## src/rtl/smb_pkg.sv

```systemverilog
package smb_pkg;
  localparam int DW = 8;

  localparam logic [5:0] OFF_STS = 6'd0;
  localparam logic [5:0] OFF_CTL = 6'd2;
  localparam logic [5:0] OFF_CMD = 6'd3;
  localparam logic [5:0] OFF_ADR = 6'd4;
  localparam logic [5:0] OFF_D0  = 6'd5;
  localparam logic [5:0] OFF_D1  = 6'd6;
  localparam logic [5:0] OFF_BLK = 6'd7;

  localparam int CTL_START = 6;

  localparam logic [2:0] PR_QUICK = 3'd0;
  localparam logic [2:0] PR_SRBYTE = 3'd1;
  localparam logic [2:0] PR_BYTE = 3'd2;
  localparam logic [2:0] PR_WORD = 3'd3;
  localparam logic [2:0] PR_BLOCK = 3'd5;

  typedef enum logic [1:0] {SQ_IDLE, SQ_REQ, SQ_WAIT} seq_st_e;

  function automatic logic proto_ok(input logic [2:0] p);
    return (p == PR_QUICK) || (p == PR_SRBYTE) || (p == PR_BYTE) ||
           (p == PR_WORD) || (p == PR_BLOCK);
  endfunction
endpackage

```

## src/rtl/smb_blk_buf.sv

```systemverilog
module smb_blk_buf #(
  parameter int DEPTH = 32,
  localparam int IDX_W = $clog2(DEPTH)
) (
  input  logic                 clk_i,
  input  logic                 rst_ni,
  input  logic                 acc_wr_i,
  input  logic                 acc_rd_i,
  input  logic [7:0]           wdata_i,
  input  logic                 idx_clr_i,
  input  logic                 load_i,
  input  logic [DEPTH*8-1:0]   load_data_i,
  output logic [7:0]           rdata_o,
  output logic [DEPTH*8-1:0]   flat_o,
  output logic [IDX_W-1:0]     idx_o
);
  logic [7:0]       mem_q [DEPTH];
  logic [IDX_W-1:0] idx_q;
  logic [IDX_W-1:0] idx_nxt;

  assign idx_nxt = (idx_q == IDX_W'(DEPTH - 1)) ? '0 : idx_q + 1'b1;

  always_ff @(posedge clk_i or negedge rst_ni) begin
    if (!rst_ni) idx_q <= '0;
    else if (idx_clr_i) idx_q <= '0;
    else if (acc_wr_i || acc_rd_i) idx_q <= idx_nxt;
  end

  for (genvar g = 0; g < DEPTH; g++) begin : g_byte
    always_ff @(posedge clk_i or negedge rst_ni) begin
      if (!rst_ni) mem_q[g] <= '0;
      else if (load_i) mem_q[g] <= load_data_i[g*8 +: 8];
      else if (acc_wr_i && !idx_clr_i && idx_q == IDX_W'(g)) mem_q[g] <= wdata_i;
    end
    assign flat_o[g*8 +: 8] = mem_q[g];
  end

  assign rdata_o = mem_q[idx_q];
  assign idx_o   = idx_q;
endmodule

```

## src/rtl/smb_seq.sv

```systemverilog
module smb_seq
  import smb_pkg::*;
(
  input  logic       clk_i,
  input  logic       rst_ni,
  input  logic       start_i,
  input  logic [2:0] proto_i,
  input  logic       req_ready_i,
  input  logic       rsp_valid_i,
  output logic       req_valid_o,
  output logic       busy_o,
  output logic       fin_o,
  output logic       bad_o
);
  seq_st_e st_q, st_d;
  logic    go;

  assign go    = start_i && proto_ok(proto_i);
  assign bad_o = start_i && !proto_ok(proto_i);
  assign fin_o = (st_q == SQ_WAIT) && rsp_valid_i;

  always_comb begin
    st_d = st_q;
    unique case (st_q)
      SQ_IDLE: if (go) st_d = SQ_REQ;
      SQ_REQ:  if (req_ready_i) st_d = SQ_WAIT;
      SQ_WAIT: if (rsp_valid_i) st_d = SQ_IDLE;
      default: st_d = SQ_IDLE;
    endcase
  end

  always_ff @(posedge clk_i or negedge rst_ni) begin
    if (!rst_ni) st_q <= SQ_IDLE;
    else st_q <= st_d;
  end

  assign req_valid_o = (st_q == SQ_REQ);
  assign busy_o      = (st_q != SQ_IDLE);
endmodule

```

## src/rtl/smb_host_regs.sv

```systemverilog
module smb_host_regs
  import smb_pkg::*;
#(
  parameter int ADDR_W = 8,
  parameter int BLK_DEPTH = 32,
  localparam int IDX_W = $clog2(BLK_DEPTH),
  localparam int BLK_W = BLK_DEPTH * 8
) (
  input  logic              clk_i,
  input  logic              rst_ni,
  input  logic              reg_wr_i,
  input  logic              reg_rd_i,
  input  logic [ADDR_W-1:0] reg_addr_i,
  input  logic [7:0]        reg_wdata_i,
  output logic [7:0]        reg_rdata_o,
  output logic              req_valid_o,
  input  logic              req_ready_i,
  output logic [6:0]        req_addr_o,
  output logic              req_read_o,
  output logic [2:0]        req_proto_o,
  output logic [7:0]        req_cmd_o,
  output logic [15:0]       req_data_o,
  output logic [7:0]        req_count_o,
  output logic [BLK_W-1:0]  req_blk_o,
  input  logic              rsp_valid_i,
  input  logic              rsp_err_i,
  input  logic [15:0]       rsp_data_i,
  input  logic [7:0]        rsp_count_i,
  input  logic [BLK_W-1:0]  rsp_blk_i
);
  logic [5:0]       off;
  logic [7:0]       ctl_q, cmd_q, adr_q, d0_q, d1_q;
  logic             done_q, err_q;
  logic             busy_w, fin_w, bad_w, start_w;
  logic             wr_sts, wr_ctl, rd_ctl, ok_rd, blk_load;
  logic [7:0]       blk_rdata;
  logic [IDX_W-1:0] idx_w;

  assign off     = reg_addr_i[5:0];
  assign wr_sts  = reg_wr_i && off == OFF_STS;
  assign wr_ctl  = reg_wr_i && off == OFF_CTL;
  assign rd_ctl  = reg_rd_i && off == OFF_CTL;
  assign start_w = wr_ctl && reg_wdata_i[CTL_START] && !busy_w;
  assign ok_rd   = fin_w && !rsp_err_i && adr_q[0];
  assign blk_load = ok_rd && ctl_q[4:2] == PR_BLOCK;

  smb_seq u_seq (
    .clk_i, .rst_ni,
    .start_i(start_w), .proto_i(reg_wdata_i[4:2]),
    .req_ready_i, .rsp_valid_i,
    .req_valid_o, .busy_o(busy_w), .fin_o(fin_w), .bad_o(bad_w)
  );

  smb_blk_buf #(.DEPTH(BLK_DEPTH)) u_buf (
    .clk_i, .rst_ni,
    .acc_wr_i(reg_wr_i && off == OFF_BLK),
    .acc_rd_i(reg_rd_i && off == OFF_BLK),
    .wdata_i(reg_wdata_i),
    .idx_clr_i(wr_sts || rd_ctl),
    .load_i(blk_load),
    .load_data_i(rsp_blk_i),
    .rdata_o(blk_rdata),
    .flat_o(req_blk_o),
    .idx_o(idx_w)
  );

  always_ff @(posedge clk_i or negedge rst_ni) begin
    if (!rst_ni) begin
      ctl_q <= '0; cmd_q <= '0; adr_q <= '0;
    end else begin
      if (wr_ctl && !busy_w) ctl_q <= reg_wdata_i;
      if (reg_wr_i && off == OFF_CMD) cmd_q <= reg_wdata_i;
      if (reg_wr_i && off == OFF_ADR) adr_q <= reg_wdata_i;
    end
  end

  // completion results win over a same-cycle software write
  always_ff @(posedge clk_i or negedge rst_ni) begin
    if (!rst_ni) begin
      d0_q <= '0; d1_q <= '0;
    end else if (ok_rd) begin
      unique case (ctl_q[4:2])
        PR_SRBYTE, PR_BYTE: d0_q <= rsp_data_i[7:0];
        PR_WORD: begin d0_q <= rsp_data_i[7:0]; d1_q <= rsp_data_i[15:8]; end
        PR_BLOCK: d0_q <= rsp_count_i;
        default: ;
      endcase
    end else begin
      if (reg_wr_i && off == OFF_D0) d0_q <= reg_wdata_i;
      if (reg_wr_i && off == OFF_D1) d1_q <= reg_wdata_i;
    end
  end

  always_ff @(posedge clk_i or negedge rst_ni) begin
    if (!rst_ni) begin
      done_q <= 1'b0; err_q <= 1'b0;
    end else if (bad_w) begin
      done_q <= 1'b0; err_q <= 1'b1;
    end else if (start_w) begin
      done_q <= 1'b0; err_q <= 1'b0;
    end else if (fin_w) begin
      done_q <= !rsp_err_i; err_q <= rsp_err_i;
    end else if (wr_sts) begin
      done_q <= 1'b0; err_q <= 1'b0;
    end
  end

  always_comb begin
    unique case (off)
      OFF_STS: reg_rdata_o = {5'b0, err_q, done_q, busy_w};
      OFF_CTL: reg_rdata_o = {3'b0, ctl_q[4:0]};
      OFF_CMD: reg_rdata_o = cmd_q;
      OFF_ADR: reg_rdata_o = adr_q;
      OFF_D0:  reg_rdata_o = d0_q;
      OFF_D1:  reg_rdata_o = d1_q;
      OFF_BLK: reg_rdata_o = blk_rdata;
      default: reg_rdata_o = '0;
    endcase
  end

  assign req_addr_o  = adr_q[7:1];
  assign req_read_o  = adr_q[0];
  assign req_proto_o = ctl_q[4:2];
  assign req_cmd_o   = cmd_q;
  assign req_data_o  = {d1_q, d0_q};
  assign req_count_o = d0_q;
endmodule

```

## config.mk

```make
export PLATFORM = sky130hd
export DESIGN_NAME = smb_host_regs
export DESIGN_NICKNAME = d
export VERILOG_FILES = /design/src/rtl/smb_pkg.sv /design/src/rtl/smb_blk_buf.sv /design/src/rtl/smb_seq.sv /design/src/rtl/smb_host_regs.sv
export SDC_FILE = /design/constraint.sdc
export NUM_CORES = 1
export LEC_CHECK = 0
export ABC_AREA = 1
export BUFFER_PORTS_ARGS = -buffer_cell sky130_fd_sc_hd__buf_2
export CAP_MARGIN = 10
export CORE_AREA = 3 3 237 239
export DETAILED_ROUTE_END_ITERATION = 12
export DIE_AREA = 0 0 240 242
export SETUP_SLACK_MARGIN = 0.3
export SLEW_MARGIN = 5
export SYNTH_ARGS = -nofsm -noshare
export SYNTH_HDL_FRONTEND = slang
export SYNTH_SLANG_ARGS = --single-unit
export TNS_END_PERCENT = 50
```

## constraint.sdc

```tcl
create_clock -name clk_i -period 6 [get_ports clk_i]
set_clock_uncertainty 0.05 [all_clocks]
set_input_delay 1.2 -clock clk_i [delete_from_list [all_inputs] [get_ports clk_i]]
set_output_delay 1.2 -clock clk_i [all_outputs]
set_load 0.01 [all_outputs]
```

## Word-level counts from Yosys, hierarchy flattened

Index checks and enable logic that the tools add are counted.

- Reduce and logical (&&, ||, !) cells: 106
- Add/subtract/negate cells: 1
- Bitwise logic cells: 1
- Eq/ne operators: 52
- Shifts and indexed selects: 0
- Mux-type cells: 88
- Div/mod/pow operators: 0
- Order comparisons: 1
- Multipliers: 0

Operators with widths:

| operator | number |
|---|---|
| 8-bit 2-to-1 mux | 71 |
| 5-bit == test, second input constant | 16 |
| 2-bit nonzero test | 36 |
| 8-bit case mux with 7 select lines | 1 |
| 1-bit logical AND | 51 |
| 8-bit binary-select mux with 5-bit select | 1 |
| 5-bit by 4-bit == test with 1-bit output, second input constant | 8 |
| 6-bit by 3-bit == test with 1-bit output, second input constant | 4 |
| 5-bit by 3-bit == test with 1-bit output, second input constant | 4 |
| 8-bit case mux with 2 select lines | 1 |
| 5-bit 2-to-1 mux | 3 |
| 3-bit by 2-bit == test with 1-bit output, second input constant | 4 |
| 6-bit by 2-bit == test with 1-bit output, second input constant | 2 |
| 5-bit by 2-bit == test with 1-bit output, second input constant | 2 |
| 1-bit 2-to-1 mux | 7 |
| 3-bit by 1-bit == test with 1-bit output, second input constant | 2 |
| 3-bit == test, second input constant | 2 |
| 6-bit greater-or-equal comparator, second input constant | 1 |
| 6-bit zero test | 1 |
| 1-bit logical OR | 6 |
| 2-bit 2-to-1 mux | 3 |
| 2-bit by 1-bit != test with 1-bit output, second input constant | 3 |
| 5-bit inverter with 6-bit output | 1 |
| 2-bit case mux with 3 select lines | 1 |
| 14 further kinds | 18 |

- Output and inout port bits: 308
- Bits in read-only memories: 0
- Register bits after elaboration: 302
- Input port bits: 303
- Bits in latches: 0
- Memories: 0
- Word-level logic and storage cells: 290
- Bits in writable memories: 0

## Logic depth before layout (Yosys ltp)

- Depth in word-level cells: 8
- Depth in mapped cells: 13
- Depth with buffers taken out: 11

## Hierarchy

Synthesis repeated with hierarchy kept, for this count alone.

- Cell total of the unflattened synthesis: 2364
- Area total of the unflattened synthesis: 16896.2 µm²

By module, submodules not included:

| module | times used | cells an instance | sequential area each (µm²) | area each (µm²) |
|---|---|---|---|---|
| smb_blk_buf | 1 | 1961 | 6531.3 | 14136.1 |
| smb_host_regs | 1 | 382 | 975.9 | 2628.8 |
| smb_seq | 1 | 21 | 50.0 | 131.4 |

## Worst setup path before layout

OpenSTA, ideal clock, no wires.

- Path kind: input-to-output
- From: in reg_addr_i[5]
- To: out reg_rdata_o[3]
- Path slack: 2.655 ns
- Cell stages on the path: 7
- Data required time: 4.750 ns
- Arrival time: 2.095 ns
- Buffers on the path: 0
- Cell sequence: nor2_2 nand2_2 nor2_2 nand2_1 o211ai_1 nor2_1 nand2_1

- Longest elaborated chain between the ends: 2
- Elaborated cells between the ends (all ways): 8
- Classes of those cells: eq/ne: 6; mux: 1; reduce/logical: 1

Ends and longest elaborated chain:

| element | line | source |
|---|---|---|
| start: declaration | smb_host_regs.sv:13 | `input logic [ADDR_W-1:0] reg_addr_i,` |
| 6-bit by 3-bit == test with 1-bit output, or another cell as far along | smb_host_regs.sv:109 | `unique case (off)` |
| 8-bit case mux with 7 select lines (*) | smb_host_regs.sv:109 |  |
| end: declaration | smb_host_regs.sv:15 | `output logic [7:0] reg_rdata_o,` |

Mark *: on every way between the ends. The rest lies on a longest branch, timed or not.

## Worst setup path after layout

- From: reg u_buf.idx_q[0], in the netlist u_buf.idx_o[0]
- To: out reg_rdata_o[0]

- Longest elaborated chain between the ends: 5

Ends and longest elaborated chain:

| element | line | source |
|---|---|---|
| start: declaration | smb_blk_buf.sv:18 | `logic [IDX_W-1:0] idx_q;` |
| start signal: assignment | smb_blk_buf.sv:26 | `else if (acc_wr_i \|\| acc_rd_i) idx_q <= idx_nxt;` |
| 5-bit inverter with 6-bit output (implied by the code) | smb_blk_buf.sv:38 | `assign rdata_o = mem_q[idx_q];` |
| 8-bit binary-select mux with 5-bit select | smb_blk_buf.sv:38 |  |
| 8-bit 2-to-1 mux (implied by the code) (2 in series) | smb_blk_buf.sv:38 |  |
| 8-bit case mux with 7 select lines | smb_host_regs.sv:109 |  |

No other way between the ends. The select of a mux whose other input is x is not followed.

==> results by group <==
Run status
  • Status: completed

Logic synthesis
  • Largest cells by area after synthesis: dfrtp_1, nand2_1, nand3_1, o21ai_0, inv_1
  • Net Count, Synth: 2,840
  • Yosys top cell by area: dfrtp_1
  • Unique masters post-synth: 34
  • Mean post-synth cell area: 6.872 um^2
  • Sequential element share of the synthesized area: 43.45%
  • Cells after synthesis: 2,531
  • Register bit total from synthesis: 302
  • Yosys top cell area share: 43.45%
  • Yosys warning total: 0
  • Post-Syn Area: 0.01739 mm^2

Global route
  • Global-route wire length before repair: 127,800 um
  • Initial antenna violation count: 7
  • GR Overflow Total: 0
  • Largest net degree at the start of global routing: 153
  • All-Layer GR Usage: 30.06%
  • Vias in the first global route: 18,570

Power
  • Pwr dens: 295.2 mW/mm^2
  • NetSw: 2.505 mW
  • Comb pwr share: 29.7%
  • Leak: 11.33 nW
  • VDD IR max: 0.1750 mV
  • Sw Ratio: 38.61%
  • P_int: 3.983 mW
  • Seq pwr share: 35.5%
  • Clock Power Share: 34.8%
  • Total power: 6.489 mW

Floorplanning
  • Starting density of the core: 32.20%
  • Site Rows: 85
  • Placeable Area: 0.05403 mm^2
  • Die Area: 0.05808 mm^2
  • Die X: 240 um
  • Ports: 611
  • Height of the die: 242 um

Detailed routing
  • DRC: 0
  • Vias/cell: 5.123
  • Routed len/inst: 23.81 um
  • WL final: 89,930 um
  • Initial DRT Pass Iterations: 5
  • Routed vias: 19,350
  • Drt initial violations: 1,629
  • Antenna viol nets, final: 0

Finish
  • Final cell count without fillers: 3,777
  • Layout cell share with drive strength beyond 1: 24.28%
  • Fin nets: 3,360
  • Cell area after layout: 0.02198 mm^2
  • Area growth from synthesis to layout: 26.35%

Setup path
  • Critical Path Start Type: flip-flop
  • Setup crit start: u_buf.idx_o[0]
  • Reg2reg path depth: 8
  • Crit-path slowest cell: dfrtp_4
  • R2R Setup Slk: 2310 ps
  • Worst r2r src: u_buf.idx_o[0]
  • Critical Path RT: 4750 ps
  • CP endpoint: reg_rdata_o[0]
  • Critical path's largest stage delay: 620 ps
  • Worst Path Max Fanout: 56
  • Delay-heaviest family, CP: simple AND/OR/NAND/NOR gates
  • Kind of critical path: flip-flop to output pin
  • FF-to-FF End: u_buf.flat_o[165]
  • Crit path depth: 12
  • WP buf/inv: 3
  • CP arrival: 3320 ps
  • Setup crit end kind: output pin
  • Most used cell, CP: nand2_1
  • CP Cell Sequence: inv_4, buf_12, nand2_1, nand3_1, nand2_1, nand2_1, nand2_1, nor2_1, nand2_1, nand3_1, nand2_1, buf_2

Clock network
  • Root Driver: clkbuf_16
  • Postcts setup bufs: 0
  • CTS tree: yes
  • H-tree depth: 2
  • Clk_lat worst skew: 560 ps
  • Clk sink count: 302
  • Post-CTS sizing: 0
  • CTS buffer count: 38
  • Clk pin slew, worst setup/hold paths: 60 ps
  • Hold_buf cts: 0
  • Clock Tree Buf Depth: 3

Timing
  • Slew Viols, Final: 0
  • Setup_tns: 0 ps
  • RSZ-0062 raised after global routing: no
  • Hold violation total from the final report: 0
  • Worst slew pin tran: 1162 ps
  • Slew headroom: 22.00%
  • Min setup slack post-route: 1429 ps
  • Fmax: 218.8 MHz
  • Minimum clock period after layout: 4571 ps
  • Final critical-path share of the clock period: 76.19%
  • Final Setup Violations: 0

Placed design
  • Half-perimeter wire length after detailed placement: 66,690 um
  • Cells after DPL: 3,707
  • Final RePlAce weighted congestion: 0.9041
  • PortBufs: 608
  • Pre-CTS setup slack: 1482 ps
  • DP Area: 0.02078 mm^2

Min path
  • Type of the worst min-delay path: flip-flop to flip-flop

Flow run
  • Max cap viols: 0
==> flip-flops by register name, summed over array words and instances (netlist names) <==
name          flops
d1_q              8
u_buf.idx_o       5
u_buf.flat_o    256
err_q             1
ctl_q             5
req_cmd_o         8
u_seq.st_q        2
adr_q             8
done_q            1
req_count_o       8
==> synth_stat cells, drive strengths merged <==
| library cell | n |
|---|---|
| nor2 | 106 |
| buf | 106 |
| o221ai | 1 |
| o31ai | 2 |
| ha | 6 |
| a21oi | 62 |
| o21ai | 221 |
| o2bb2ai | 1 |
| o21a | 3 |
| clkinv | 3 |
| a22o | 3 |
| clkbuf | 48 |
| dfrtp | 302 |
| nor3 | 4 |
| xor2 | 1 |
| nand4 | 3 |
| inv | 216 |
| o211ai | 72 |
| nand3 | 229 |
| a211oi | 1 |
| o22ai | 1 |
| nand2 | 1140 |
==> layout make-up <==
type | instances | area [um^2]
tap | 696 | 870.8
timing repair buffer | 634 | 3298
clock buffer | 59 | 1141
antenna | 4 | 10.01
fill | 5899 | 32050
clock inverter | 7 | 45.04
inverter | 219 | 832.0
sequential | 302 | 7562
multi-input combinational | 1856 | 8218
==> how the worst min path moves through the flow <==
stage | start | end | slack, ps | cells past startpoint
5_1_grt | u_seq.st_q[0] | u_seq.st_q[1] | 410 | 1
6_report | u_seq.st_q[0] | u_seq.st_q[1] | 400 | 1
3_3_place_gp | u_seq.st_q[0] | u_seq.st_q[1] | 390 | 1
2_1_floorplan | u_seq.st_q[0] | u_seq.st_q[1] | 380 | 1
3_5_place_dp | u_seq.st_q[0] | u_seq.st_q[1] | 390 | 1
4_1_cts | u_seq.st_q[0] | u_seq.st_q[1] | 400 | 1
==> metal layers <==
metal,up-vias,wire (um),global-route usage (%)
li1,9067,-,-
met1,9227,37840,39.79
met2,881,42020,49.09
met3,169,6488,5.339
met4,4,3554,11.03
met5,-,27,0
==> kinds of logic (layout without fill, tap and decap cells) <==
family	count (synthesis)	count (layout)	synth area share, %
and+or+nand+nor	1482	1482	34.28
buffers and inverters	373	919	9.351
AOI/OAI and AO/OA	367	367	12.44
DFF	302	302	43.45
adders and majority gates	6	6	0.4316
xor gates and xnor gates	1	1	0.05036
other	0	4	0
==> power groups by stage <==
stage                     Clock [mW]  Combinational, mW  Sequential [mW]
final                           2.26               1.93             2.30
after global routing            2.37               2.09             2.32
after floorplan                    0              0.994             2.32
after detailed placement           0               1.92             2.33
after CTS                       2.29               1.93             2.30
after global placement             0               1.92             2.33
==> layout by cell type, fill, tap and decap left out, types with 4 or more instances in the layout <==
cell          n
clkinv_2      4
clkbuf_16    39
inv_1       204
a21oi_1      62
buf_4        22
buf_2       607
o21ai_1       6
nor2_2        6
nor2_4        5
nand2_2       7
dfrtp_1     300
o21ai_2      18
ha_1          6
o21ai_4       4
diode_2       4
nor2_1       95
o21ai_0     193
buf_12        4
clkbuf_8      9
inv_2        10
o211ai_1     72
clkbuf_1     11
nand3_1     229
nand2_1    1131
==> per-stage QoR <==
step	hold slack (ps)	utilization [%]
finish	397.8	40.68
CTS	402.0	40.66
global placement	391.4	38.46
floorplan	379.3	-
detailed placement	394.3	38.46
global route	410.4	40.67
(Power assumes the default switching activity.)
